$ cat config.mk
export PLATFORM = sky130hd
export DESIGN_NAME = frame_interval_monitor
export DESIGN_NICKNAME = d
export VERILOG_FILES = /design/src/rtl/fim_pkg.sv /design/src/rtl/fim_timebase.sv /design/src/rtl/fim_event_src.sv /design/src/rtl/fim_datapath.sv /design/src/rtl/fim_control.sv /design/src/rtl/frame_interval_monitor.sv
export SDC_FILE = /design/constraint.sdc
export NUM_CORES = 1
export LEC_CHECK = 0
export ABC_AREA = 1
export BUFFER_PORTS_ARGS = -buffer_cell sky130_fd_sc_hd__clkbuf_2
export CAP_MARGIN = 20
export CORE_UTILIZATION = 28
export CTS_CLUSTER_SIZE = 14
export DETAILED_ROUTE_END_ITERATION = 8
export SYNTH_ARGS = -nofsm -noshare
export SYNTH_HDL_FRONTEND = slang
export SYNTH_SLANG_ARGS = --single-unit
$ cat constraint.sdc
create_clock -name clk -period 8.41 [get_ports clk]
set_input_delay 1.682 -clock clk [delete_from_list [all_inputs] [get_ports clk]]
set_output_delay 1.682 -clock clk [all_outputs]
set_load 0.01 [all_outputs]
$ cat src/rtl/fim_pkg.sv
`timescale 1ns/1ps
package fim_pkg;

  typedef enum logic [1:0] {
    SRC_EOF  = 2'b00,
    SRC_RISE = 2'b01,
    SRC_FALL = 2'b10,
    SRC_BOTH = 2'b11
  } srcSel_e;

  // strobes from control to datapath
  typedef struct packed {
    logic restart;
    logic takeRef;
    logic addSample;
    logic divStart;
    logic finish;
  } fimCtl_t;

  // status from datapath to control
  typedef struct packed {
    logic evt;
    logic overMax;
    logic lastSlot;
    logic divDone;
  } fimSts_t;

  typedef enum logic [2:0] {
    ST_IDLE,
    ST_SKIP,
    ST_ARM,
    ST_ACCUM,
    ST_LOAD,
    ST_DIVIDE
  } fimState_e;

endpackage

$ cat src/rtl/fim_timebase.sv
`timescale 1ns/1ps
module fim_timebase #(
  parameter int CLK_PER_US = 200,
  parameter int TS_W       = 20
) (
  input  logic            clk,
  input  logic            rst_n,
  output logic [TS_W-1:0] usNow
);
  localparam int PRE_W = (CLK_PER_US > 1) ? $clog2(CLK_PER_US) : 1;

  logic [PRE_W-1:0] preCnt;
  logic             usTick;

  assign usTick = (preCnt == PRE_W'(CLK_PER_US - 1));

  always_ff @(posedge clk or negedge rst_n) begin
    if (!rst_n) begin
      preCnt <= '0;
      usNow  <= '0;
    end else if (usTick) begin
      preCnt <= '0;
      usNow  <= usNow + TS_W'(1);
    end else begin
      preCnt <= preCnt + PRE_W'(1);
    end
  end
endmodule

$ cat src/rtl/fim_event_src.sv
`timescale 1ns/1ps
module fim_event_src import fim_pkg::*; #(
  parameter int SYNC_STAGES = 2
) (
  input  logic       clk,
  input  logic       rst_n,
  input  logic [1:0] capEdge,
  input  logic       syncIn,
  input  logic       eofPulse,
  output logic       evt
);
  logic [SYNC_STAGES:0] syncQ;
  logic                 riseSeen, fallSeen;

  always_ff @(posedge clk or negedge rst_n) begin
    if (!rst_n) syncQ <= '0;
    else        syncQ <= {syncQ[SYNC_STAGES-1:0], syncIn};
  end

  assign riseSeen =  syncQ[SYNC_STAGES-1] & ~syncQ[SYNC_STAGES];
  assign fallSeen = ~syncQ[SYNC_STAGES-1] &  syncQ[SYNC_STAGES];

  always_comb begin
    unique case (srcSel_e'(capEdge))
      SRC_EOF:  evt = eofPulse;
      SRC_RISE: evt = riseSeen;
      SRC_FALL: evt = fallSeen;
      default:  evt = riseSeen | fallSeen;
    endcase
  end
endmodule

$ cat src/rtl/fim_datapath.sv
`timescale 1ns/1ps
module fim_datapath import fim_pkg::*; #(
  parameter int TS_W  = 20,
  parameter int AVG_W = 4
) (
  input  logic             clk,
  input  logic             rst_n,
  input  fimCtl_t          ctl,
  input  logic             evtIn,
  input  logic [TS_W-1:0]  usNow,
  input  logic [AVG_W-1:0] cfgAvgNum,
  input  logic [TS_W-1:0]  cfgNominal,
  input  logic [TS_W-1:0]  cfgTolMin,
  input  logic [TS_W-1:0]  cfgTolMax,
  output fimSts_t          sts,
  output logic             errPulse,
  output logic [TS_W-1:0]  avgOut
);
  localparam int ACC_W  = TS_W + AVG_W;
  localparam int DIV_CW = $clog2(ACC_W + 1);

  logic [TS_W-1:0]   refTs, sample, avgReg, quotient, deviation;
  logic [ACC_W-1:0]  acc, dvd;
  logic [AVG_W-1:0]  cnt, effN, rem;
  logic [AVG_W:0]    remShift;
  logic [DIV_CW-1:0] divCnt;
  logic              busy, quoReady, errReg, outOfTol, fitsDivisor;

  // zero samples per window behaves as one
  assign effN      = (cfgAvgNum == '0) ? AVG_W'(1) : cfgAvgNum;
  assign sample    = usNow - refTs;
  assign remShift  = {rem, dvd[ACC_W-1]};
  assign fitsDivisor = (remShift >= {1'b0, effN});
  assign quotient  = dvd[TS_W-1:0];
  assign deviation = (quotient >= cfgNominal) ? (quotient - cfgNominal)
                                              : (cfgNominal - quotient);
  assign outOfTol  = (deviation > cfgTolMin);

  assign sts.evt      = evtIn;
  assign sts.overMax  = (sample > cfgTolMax);
  assign sts.lastSlot = (cnt == effN - AVG_W'(1));
  assign sts.divDone  = quoReady;

  // reference timestamp
  always_ff @(posedge clk or negedge rst_n) begin
    if (!rst_n)           refTs <= '0;
    else if (ctl.takeRef) refTs <= usNow;
  end

  // window accumulator
  always_ff @(posedge clk or negedge rst_n) begin
    if (!rst_n) begin
      acc <= '0;
      cnt <= '0;
    end else if (ctl.restart || ctl.divStart) begin
      acc <= '0;
      cnt <= '0;
    end else if (ctl.addSample) begin
      acc <= acc + ACC_W'(sample);
      cnt <= cnt + AVG_W'(1);
    end
  end

  // restoring divider, one quotient bit per cycle
  always_ff @(posedge clk or negedge rst_n) begin
    if (!rst_n) begin
      dvd      <= '0;
      rem      <= '0;
      divCnt   <= '0;
      busy     <= 1'b0;
      quoReady <= 1'b0;
    end else if (ctl.restart) begin
      busy     <= 1'b0;
      quoReady <= 1'b0;
    end else if (ctl.divStart) begin
      dvd      <= acc;
      rem      <= '0;
      divCnt   <= DIV_CW'(ACC_W);
      busy     <= 1'b1;
      quoReady <= 1'b0;
    end else if (busy) begin
      if (fitsDivisor) begin
        rem <= AVG_W'(remShift - {1'b0, effN});
        dvd <= {dvd[ACC_W-2:0], 1'b1};
      end else begin
        rem <= remShift[AVG_W-1:0];
        dvd <= {dvd[ACC_W-2:0], 1'b0};
      end
      divCnt <= divCnt - DIV_CW'(1);
      if (divCnt == DIV_CW'(1)) begin
        busy     <= 1'b0;
        quoReady <= 1'b1;
      end
    end else begin
      quoReady <= 1'b0;
    end
  end

  // result and error event
  always_ff @(posedge clk or negedge rst_n) begin
    if (!rst_n) begin
      avgReg <= '0;
      errReg <= 1'b0;
    end else begin
      errReg <= ctl.finish & outOfTol;
      if (ctl.finish) avgReg <= quotient;
    end
  end

  assign errPulse = errReg;
  assign avgOut   = avgReg;
endmodule

$ cat src/rtl/fim_control.sv
`timescale 1ns/1ps
module fim_control import fim_pkg::*; #(
  parameter int SKIP_W = 4,
  parameter int CFG_W  = 8
) (
  input  logic              clk,
  input  logic              rst_n,
  input  logic              enable,
  input  logic [CFG_W-1:0]  cfgVec,
  input  logic [SKIP_W-1:0] cfgSkip,
  input  fimSts_t           sts,
  output fimCtl_t           ctl
);
  fimState_e         state, nextState;
  logic [SKIP_W-1:0] skipLeft, nextSkip;
  logic [CFG_W-1:0]  cfgPrev;
  logic              restartNow;
  fimState_e         startState;

  // shadow of the settings from the previous cycle
  always_ff @(posedge clk) cfgPrev <= cfgVec;

  assign restartNow = !enable || (cfgVec != cfgPrev);
  assign startState = (cfgSkip == '0) ? ST_ARM : ST_SKIP;

  always_comb begin
    ctl       = '0;
    nextState = state;
    nextSkip  = skipLeft;
    if (restartNow || state == ST_IDLE) begin
      ctl.restart = 1'b1;
      nextSkip    = cfgSkip;
      nextState   = enable ? startState : ST_IDLE;
    end else begin
      unique case (state)
        ST_SKIP: if (sts.evt) begin
          nextSkip = skipLeft - SKIP_W'(1);
          if (skipLeft == SKIP_W'(1)) nextState = ST_ARM;
        end
        ST_ARM: if (sts.evt) begin
          ctl.takeRef = 1'b1;
          nextState   = ST_ACCUM;
        end
        ST_ACCUM: if (sts.evt) begin
          ctl.takeRef = 1'b1;
          if (!sts.overMax) begin
            ctl.addSample = 1'b1;
            if (sts.lastSlot) nextState = ST_LOAD;
          end
        end
        ST_LOAD: begin
          ctl.takeRef  = sts.evt;
          ctl.divStart = 1'b1;
          nextState    = ST_DIVIDE;
        end
        ST_DIVIDE: begin
          ctl.takeRef = sts.evt;
          if (sts.divDone) begin
            ctl.finish = 1'b1;
            nextState  = ST_ACCUM;
          end
        end
        default: nextState = ST_IDLE;
      endcase
    end
  end

  always_ff @(posedge clk or negedge rst_n) begin
    if (!rst_n) begin
      state    <= ST_IDLE;
      skipLeft <= '0;
    end else begin
      state    <= nextState;
      skipLeft <= nextSkip;
    end
  end
endmodule

$ cat src/rtl/frame_interval_monitor.sv
`timescale 1ns/1ps
module frame_interval_monitor import fim_pkg::*; #(
  parameter int CLK_PER_US  = 200,
  parameter int TS_W        = 20,
  parameter int AVG_W       = 4,
  parameter int SKIP_W      = 4,
  parameter int SYNC_STAGES = 2
) (
  input  logic              clk,
  input  logic              rst_n,
  input  logic              enable,
  input  logic [1:0]        capEdge,
  input  logic              syncIn,
  input  logic              eofPulse,
  input  logic [AVG_W-1:0]  cfgAvgNum,
  input  logic [SKIP_W-1:0] cfgSkip,
  input  logic [TS_W-1:0]   cfgNominal,
  input  logic [TS_W-1:0]   cfgTolMin,
  input  logic [TS_W-1:0]   cfgTolMax,
  output logic              errPulse,
  output logic [TS_W-1:0]   avgOut
);
  localparam int CFG_W = 3 + AVG_W + SKIP_W + 3 * TS_W;

  logic [TS_W-1:0]  usNow;
  logic             evt;
  logic [CFG_W-1:0] cfgVec;
  fimCtl_t          ctlBus;
  fimSts_t          stsBus;

  assign cfgVec = {enable, capEdge, cfgAvgNum, cfgSkip, cfgNominal, cfgTolMin, cfgTolMax};

  fim_timebase #(.CLK_PER_US(CLK_PER_US), .TS_W(TS_W)) u_timebase (
    .clk(clk), .rst_n(rst_n), .usNow(usNow)
  );

  fim_event_src #(.SYNC_STAGES(SYNC_STAGES)) u_evtsrc (
    .clk(clk), .rst_n(rst_n), .capEdge(capEdge),
    .syncIn(syncIn), .eofPulse(eofPulse), .evt(evt)
  );

  fim_control #(.SKIP_W(SKIP_W), .CFG_W(CFG_W)) u_ctrl (
    .clk(clk), .rst_n(rst_n), .enable(enable), .cfgVec(cfgVec),
    .cfgSkip(cfgSkip), .sts(stsBus), .ctl(ctlBus)
  );

  fim_datapath #(.TS_W(TS_W), .AVG_W(AVG_W)) u_dp (
    .clk(clk), .rst_n(rst_n), .ctl(ctlBus), .evtIn(evt), .usNow(usNow),
    .cfgAvgNum(cfgAvgNum), .cfgNominal(cfgNominal), .cfgTolMin(cfgTolMin),
    .cfgTolMax(cfgTolMax), .sts(stsBus), .errPulse(errPulse), .avgOut(avgOut)
  );
endmodule

---- Word level (Yosys, flattened, before mapping) ----
Cells that the tools add are included.
storage, ports and cells
  register bits ........................... 213
  bits of input ports ..................... 75
  output and inout port bits .............. 21
  logic and storage cells ................. 122
cells by class
  add/sub/neg operators ................... 11
  magnitude comparators ................... 4
  equality and inequality tests ........... 20
  muxes and demuxes ....................... 48
  bitwise operators ....................... 7
  reductions and logical operators ........ 16
operators by type and width
  kind                     count
  $mux W24                 4
  $ne A71 B71 Y1           1
  $sub A20 B20 Y20         3
  $gt A20 B20 Y1           2
  $mux W4                  10
  $mux W3                  9
  $add A24 B20 Y24         1
  $add A20 B1 Y20 const B  1
  $ge A20 B20 Y1           1
  $mux W20                 1
  $mux W1                  16
  $pmux W3 S5              1
  $ne A3 B2 Y1 const B     4
  $mux W5                  2
  $add A8 B1 Y8 const B    1
  $eq A8 B8 Y1 const B     1
  $logic_not A4 Y1         2
  $mux W8                  1
  $reduce_bool A2 Y1       4
  $sub A4 B1 Y4 const B    2
  $reduce_and A7 Y1        1
  $eq A3 B2 Y1 const B     2
  $eq A3 B3 Y1 const B     2
  $ne A3 B1 Y1 const B     2
  23 further kinds         32

---- Logic depth before layout (Yosys ltp) ----
Gate-level depths: netlist of run 1.
  depth after elaboration ................. 9
  mapped depth ............................ 25
  depth with buffers taken out ............ 25

---- Hierarchy ----
From an unflattened synthesis of run 1, not the netlist that was laid out.
second synthesis, totals
  cells, all modules ...................... 2381
  area total of the unflattened synthesis .. 15741.3 µm²
modules (own cells, without submodules)
  module         times used  cells each  area an instance (µm²)  seq. area each (µm²)
  fim_datapath   1           1651        10560.1                 2602.5
  fim_control    1           527         3502.1                  1596.5
  fim_timebase   1           184         1524.0                  700.7
  fim_event_src  1           19          155.1                   75.1

---- Worst setup path before layout of run 1 ----
OpenSTA, ideal clock, no wires.
  path type ............................... in2reg
  start ................................... input port cfgNominal[0]
  end ..................................... register u_dp.errReg (netlist: u_dp.errPulse)
  setup time .............................. 120 ps
  arrival time ............................ 4376 ps
  data required time ...................... 8290 ps
  setup slack ............................. 3914 ps
  cell stages on the path ................. 22
  path buffers ............................ 1
  path through ............................ ha_1 -> inv_1 -> fa_1 -> inv_1 -> o21ai_1 -> nand2_1 -> o211ai_1 -> nand2_1 -> nand2_1 -> a21o_1 -> o21ai_1 -> nand2_2 -> buf_2 -> nor2_1 -> a21oi_1 -> ha_1 -> a21oi_1 -> o21a_1 -> o221ai_1 -> nand2_1 -> a21oi_1 -> o211a_1
between the ends
  cells in the longest elaborated chain, start to end .. 5
  elaborated cells on any way between the ends .. 10
  classes of those cells .................. add/sub (2); order compare (2); eq/ne (1); mux (2); bitwise (1); reduce/logical (2)
ends and longest elaborated chain
  what                                                      line                          text
  start, declared                                           frame_interval_monitor.sv:17  input logic [TS_W-1:0] cfgNominal,
  branches (longest 4 deep; another with $sub A20 B20 Y20)  n/a
  $and A1 B1 Y1 *                                           fim_datapath.sv:105           errReg <= ctl.finish & outOfTol;
  end signal, assigned                                      fim_datapath.sv:105
  end, declared                                             fim_datapath.sv:27            logic busy, quoReady, errReg, outOfTol, fitsDivisor;
Mark *: on every way between the ends.
A chain may end at the register's enable or synchronous reset.

---- Worst setup path in the final report of run 1 ----
Ends and elaborated chain as after synthesis.

==> results of run 1 <==
==> power by group <==
part           switching, mW  leakage, nW  internal (mW)
Sequential            0.0114         2.24           1.04
Clock                  0.497        0.432          0.722
Combinational          0.202         6.36         0.0975
Total                  0.710         9.03           1.86
==> routing by layer <==
layer | global-route usage [%] | vias to the layer above | share of wire, % | wire, microns
li1 | - | 6894 | - | -
met1 | 24.2 | 6360 | 46 | 22400
met2 | 30.5 | 287 | 46 | 22500
met3 | 2.18 | 73 | 5.0 | 2430
met4 | 4.97 | 4 | 2.9 | 1410
met5 | 0 | - | 0.049 | 24
==> cells by family (layout without fill, tap and decap cells) <==
group,count (synthesis),after routing
xor+xnor,108,108
simple gates,850,850
fa+ha+maj,137,137
flops,213,213
other cells,0,3
mux,3,3
buf+inv,400,517
compound gates,382,382
==> worst paths after layout <==
kind | endpoint | startpoint | slack [ps] | cells after the start
worst max-delay path | u_dp.errPulse$_DFF_PN0_ | cfgNominal[0] | 3480 | 23
worst min-delay path | u_evtsrc.syncQ[1]$_DFF_PN0_ | u_evtsrc.syncQ[0]$_DFF_PN0_ | 350 | 0
worst max register to register | u_dp.acc[20]$_DFFE_PN0P_ | u_timebase.usNow[2]$_DFFE_PN0N_ | 3910 | 19
worst min register to register | u_evtsrc.syncQ[1]$_DFF_PN0_ | u_evtsrc.syncQ[0]$_DFF_PN0_ | 350 | 0
max in group asynchronous | u_dp.acc[6]$_DFFE_PN0P_ | rst_n | 6180 | 3
min in group asynchronous | u_ctrl.state[2]$_DFFE_PN0P_ | rst_n | 1160 | 1
==> sequential cells by signal, indices dropped and copies added, names as in the netlist <==
| name | flops |
|---|---|
| u_ctrl.cfgPrev | 71 |
| u_dp.acc | 24 |
| u_dp.dvd | 24 |
| u_dp.avgOut | 20 |
| u_dp.refTs | 20 |
| u_timebase.usNow | 20 |
| u_timebase.preCnt | 8 |
| u_dp.divCnt | 5 |
| u_ctrl.skipLeft | 4 |
| u_dp.cnt | 4 |
| u_dp.rem | 4 |
| u_ctrl.state | 3 |
| u_evtsrc.syncQ | 3 |
| u_dp.busy | 1 |
| u_dp.errPulse | 1 |
| u_dp.quoReady | 1 |
==> worst max-delay path, cell delays in order <==
cell      delay [ps]
clkbuf_2         120
ha_1             170
inv_1             60
fa_1             450
inv_1            120
o21ai_1          120
nand2_1           80
o211ai_1         130
nand2_1           90
nand2_1           70
a21o_1           180
o21ai_1          210
nand2_2          360
inv_2            240
nand2_1           90
nand2_1           70
inv_1             40
ha_1             280
nand2_1           70
nor3_1           380
nand2_1          100
a21oi_1          130
o211a_1          170
==> layout by cell type, fill, tap and decap left out, types with 6 or more instances in the layout <==
master	n
ha_1	132
clkinvlp_4	6
clkbuf_2	94
xnor2_1	37
o211ai_1	13
nand4_1	32
a31oi_1	7
dfxtp_1	71
dfrtp_1	142
inv_1	358
o21bai_1	9
a21o_1	11
clkinv_2	6
o21ai_2	16
o21ai_0	122
nor3_1	11
xor2_1	71
nand2_1	515
o21a_1	10
a21oi_1	150
clkbuf_16	27
nor2_1	188
nand3_1	71
o211ai_2	16
==> area by class of cell <==
| type | count | area [sq um] |
|---|---|---|
| Timing Repair Buffer | 102 | 569 |
| Multi-Input combinational cell | 1480 | 8540 |
| Antenna cell | 3 | 7.51 |
| Fill cell | 5717 | 35600 |
| Inverter | 365 | 1370 |
| Tap cell | 688 | 861 |
| Clock inverter | 18 | 211 |
| Sequential cell | 213 | 4970 |
| Clock buffer | 32 | 704 |
==> metrics by stage <==
stage	cells	instance area [sq um]	util, %
final	2901	17200	32.6
after floorplan	2093	15100	-
after global routing	2899	17200	32.6
after CTS	2895	17200	32.5
after global placement	2845	16300	30.8
after detailed placement	2845	16300	30.8
==> metrics.txt, run 1 <==
unrepaired setup endpoints after global routing no; post-cts resize count 0; largest family of logic cells by synthesized area simple AND/OR/NAND/NOR gates; TNS Setup 0 ps; cell type with the largest total area after synthesis dfrtp_1; count of different cell masters after synthesis 55; Yosys top cell area share 23.5%; vias in the first global route 13,600; DRT iter0 DRCs 938; Worst-Margin Slew 866 ps; routed len/inst 16.8 microns; later-pin clock latency in the skew report 570 ps; CTS max path bufs 3; Hold Buf Count CTS 0; Synth Area in Compound Gates 15.1%; Yosys warnings 0; Seq/Total Area, Yosys 33.0%; multiplexer share of the synthesized area 0.216%; Critical Path Fanout Max 31; initial antenna violation count 3; fin crit share 58.6%; clock slew at reported path FFs 60 ps; crit path DAT 5440 ps; worst vdd ir 0.152 mV; Area growth syn-to-layout 14.2%; critical path launch point type input port; H-tree depth 1; nets 2,401; WS Path Type in2reg; Core Box Area 52,900 sq um; final antenna-violating net count 0; setup bufs post-CTS 0; #FFs+latches synth 213; FP Rows 84; routability cong. 0.979; status complete, but fails checks; top-count cell post-synth nand2_1; largest cells by area after synthesis dfrtp_1, nand2_1, ha_1; Synth Area in XOR/XNOR 6.27%; CTS tree done; largest net degree at the start of global routing 77; Leakage 9.03 nW; Routed WL 48,800 microns; Final Hold Fails 0; post-DP HPWL 40,300 microns; global-route wire length before repair 76,100 microns; final hold slack 353 ps; Design Power 2.57 mW; Max-Cap Viols 0; DRC violations left 16; IO Port Bufs 95; synthesized instance count 2,093; mean post-synth cell area 7.21 sq um; Max Transition Viols Final 0; # setup viols final 0; share of cells above drive strength 1 9.50%; Max Clk Rate 203 MHz; CP endpoint kind flop; failing checks design-rule violations; synth cell count leaders nand2_1, inv_1, nor2_1; drt first pass iters 8; Die Y 234 microns; Root Driver clkbuf_16; synthesized area 15,100 sq um; Vias/cell 4.69; power per cell area 149 nW/um^2; skew final 24.6 ps; CP Data Required Time 8920 ps; TritonCTS Buffers 27; total number of vias 13,600; Synth Net Count 2,305; aggregate global routing overflow 0; post-synthesis simple-gate area fraction 23.4%; asr flop ratio synth 66.7%; min Tclk post-route 4930 ps; Post-synth EDFFs 0; Starting Density 28.6%; Slew HR 42.2%; Post-Place Setup Slack 2980 ps; adder-cell area share of the yosys netlist 11.6%; worst hold path class reg2reg; Setup WS post-layout 3480 ps; DIE WIDTH 234 microns; Synth Flop Type dfrtp_1; overall global routing resource usage 18.1%; Die ar. 54,800 sq um; clk sinks 213; I/O pin cnt 96
Power figures use the tool's default switching activity.
==> inputs of run 2 (changes only) <==
==> constraint.sdc (replaced) <==
create_clock -name clk -period 4.9 [get_ports clk]
set_input_delay 0.98 -clock clk [delete_from_list [all_inputs] [get_ports clk]]
set_output_delay 0.98 -clock clk [all_outputs]
set_load 0.01 [all_outputs]
==> metrics.txt, run 2 (same netlist as run 1, synthesis figures left out) <==
status complete, but fails checks; failing checks design-rule violations; TNS Setup 0 ps; Core Box Area 52,900 sq um; max reg flops 71; post-placement cell count 2,857; # setup viols final 0; fin crit share 86.8%; H-tree depth 1; nets 2,410; GR peak layer met2; Hold Buf Count CTS 0; WS Path Type reg2reg; Area growth syn-to-layout 14.1%; total number of vias 13,700; Routed WL 48,600 microns; Max Clk Rate 235 MHz; antenna cell count 0; later-pin clock latency in the skew report 560 ps; vias in the first global route 13,200; Post-Layout Cell Count 2,906; commonest cells after routing, fill and taps aside nand2_1, inv_1, nor2_1, a21oi_1, dfrtp_1; IO Port Bufs 95; met1 Usage GRT 23.1%; DIE WIDTH 234 microns; TritonCTS Buffers 27; Slew HR 49.2%; aggregate global routing overflow 0; Root Driver clkbuf_16; CTS max path bufs 3; post-cts resize count 0; Die ar. 54,800 sq um; met3 Use GR 3.23%; unrepaired setup endpoints after global routing no; Util after Layout 32.6%; combinational power share 12.1%; Worst-Margin Slew 761 ps; Starting Density 28.6%; overall global routing resource usage 17.7%; largest net degree at the start of global routing 61; power per cell area 249 nW/um^2; worst vdd ir 0.244 mV; Leakage 9.06 nW; Final Hold Fails 0; met2 Use GR 29.0%; routability cong. 1.02; min Tclk post-route 4250 ps; I/O pin cnt 96; Finished Cell Area 17,200 sq um; initial antenna violation count 2; skew final 30.8 ps; final antenna-violating net count 0; CTS tree done; share of cells above drive strength 1 9.74%; Post-Place Setup Slack 384 ps; Largest regs u_ctrl.cfgPrev: 71 flops, u_dp.acc: 24 flops, u_dp.dvd: 24 flops; FP Rows 84; Cell Int Power 3.12 mW; Biggest register u_ctrl.cfgPrev; Die Y 234 microns; Vias/cell 4.72; DRT iter0 DRCs 1,054; Max Transition Viols Final 0; Max-Cap Viols 0; Critical Path Fanout Max 8; crit path DAT 4710 ps; critical path launch point type flop; clk sinks 213; drt first pass iters 9; routed len/inst 16.7 microns; Setup WS post-layout 647 ps; post-DP HPWL 40,500 microns; setup bufs post-CTS 0; CP Data Required Time 5360 ps; clock group share of total power 45.8%; global-route wire length before repair 74,300 microns; Post-DP Area 16,300 sq um; Sequential Power Share 42.1%; clock slew at reported path FFs 60 ps; DRC violations left 8; CP endpoint kind flop; commonest non-fill, non-tap cell in the layout nand2_1; Sw Ratio 27.1%; worst hold path class reg2reg; NetSw 1.16 mW
## run 2: layout make-up
type                            count  area, sq um
Clock buffer                       40          796
Sequential cell                   213         4970
Timing Repair Buffer              111          602
Multi-Input combinational cell   1480         8540
Inverter                          365         1370
Fill cell                        5677        35600
Clock inverter                      9         75.1
Tap cell                          688          861
## run 2: stage by stage
step | hold slack, ps | power [mW]
detailed placement | 340 | 2.35
CTS | 354 | 4.33
finish | 351 | 4.29
floorplan | 331 | 2.14
global placement | 335 | 2.35
global route | 364 | 4.46
## run 2: power by group through the flow
stage	logic, mW	registers (mW)	clock network [mW]
floorplan	0.303	1.83	0
global placement	0.512	1.84	0
detailed placement	0.514	1.84	0
CTS	0.517	1.80	2.00
global route	0.580	1.81	2.07
finish	0.519	1.80	1.96
## run 2: metal layers
metal	share of wire, %	vias to the layer above
met5	0.047	-
met4	4.1	4
met1	44	6315
li1	-	6906
met3	6.7	97
met2	45	394
## run 2: final timing paths
kind                                                 start                                to  slack [ps]  depth (start not counted)
setup / recovery           u_timebase.usNow[4]$_DFFE_PN0N_          u_dp.acc[21]$_DFFE_PN0P_         650                         21
hold / removal                 u_evtsrc.syncQ[0]$_DFF_PN0_       u_evtsrc.syncQ[1]$_DFF_PN0_         350                          0
setup reg to reg           u_timebase.usNow[4]$_DFFE_PN0N_          u_dp.acc[21]$_DFFE_PN0P_         650                         21
hold reg to reg                u_evtsrc.syncQ[0]$_DFF_PN0_       u_evtsrc.syncQ[1]$_DFF_PN0_         350                          0
max in group asynchronous                            rst_n        u_dp.avgOut[6]$_DFFE_PN0P_        3430                          2
min in group asynchronous                            rst_n  u_timebase.usNow[18]$_DFFE_PN0N_         430                          1
## run 2: worst max-delay path: stages (launching register included)
cell and delay, ps:
dfrtp_1 440, ha_1 390, nand2_1 80, o21ai_0 310, a21oi_1 130, o21ai_0 350
a21oi_1 160, o21ai_0 220, xor2_1 160, inv_1 90, ha_1 270, nand2_1 50
nor2_1 130, nand2_1 90, nor2_1 140, nand3_1 100, nand2_1 160, nand2_1 110
nor2_2 270, buf_4 210, nand3b_1 70, a21boi_0 230
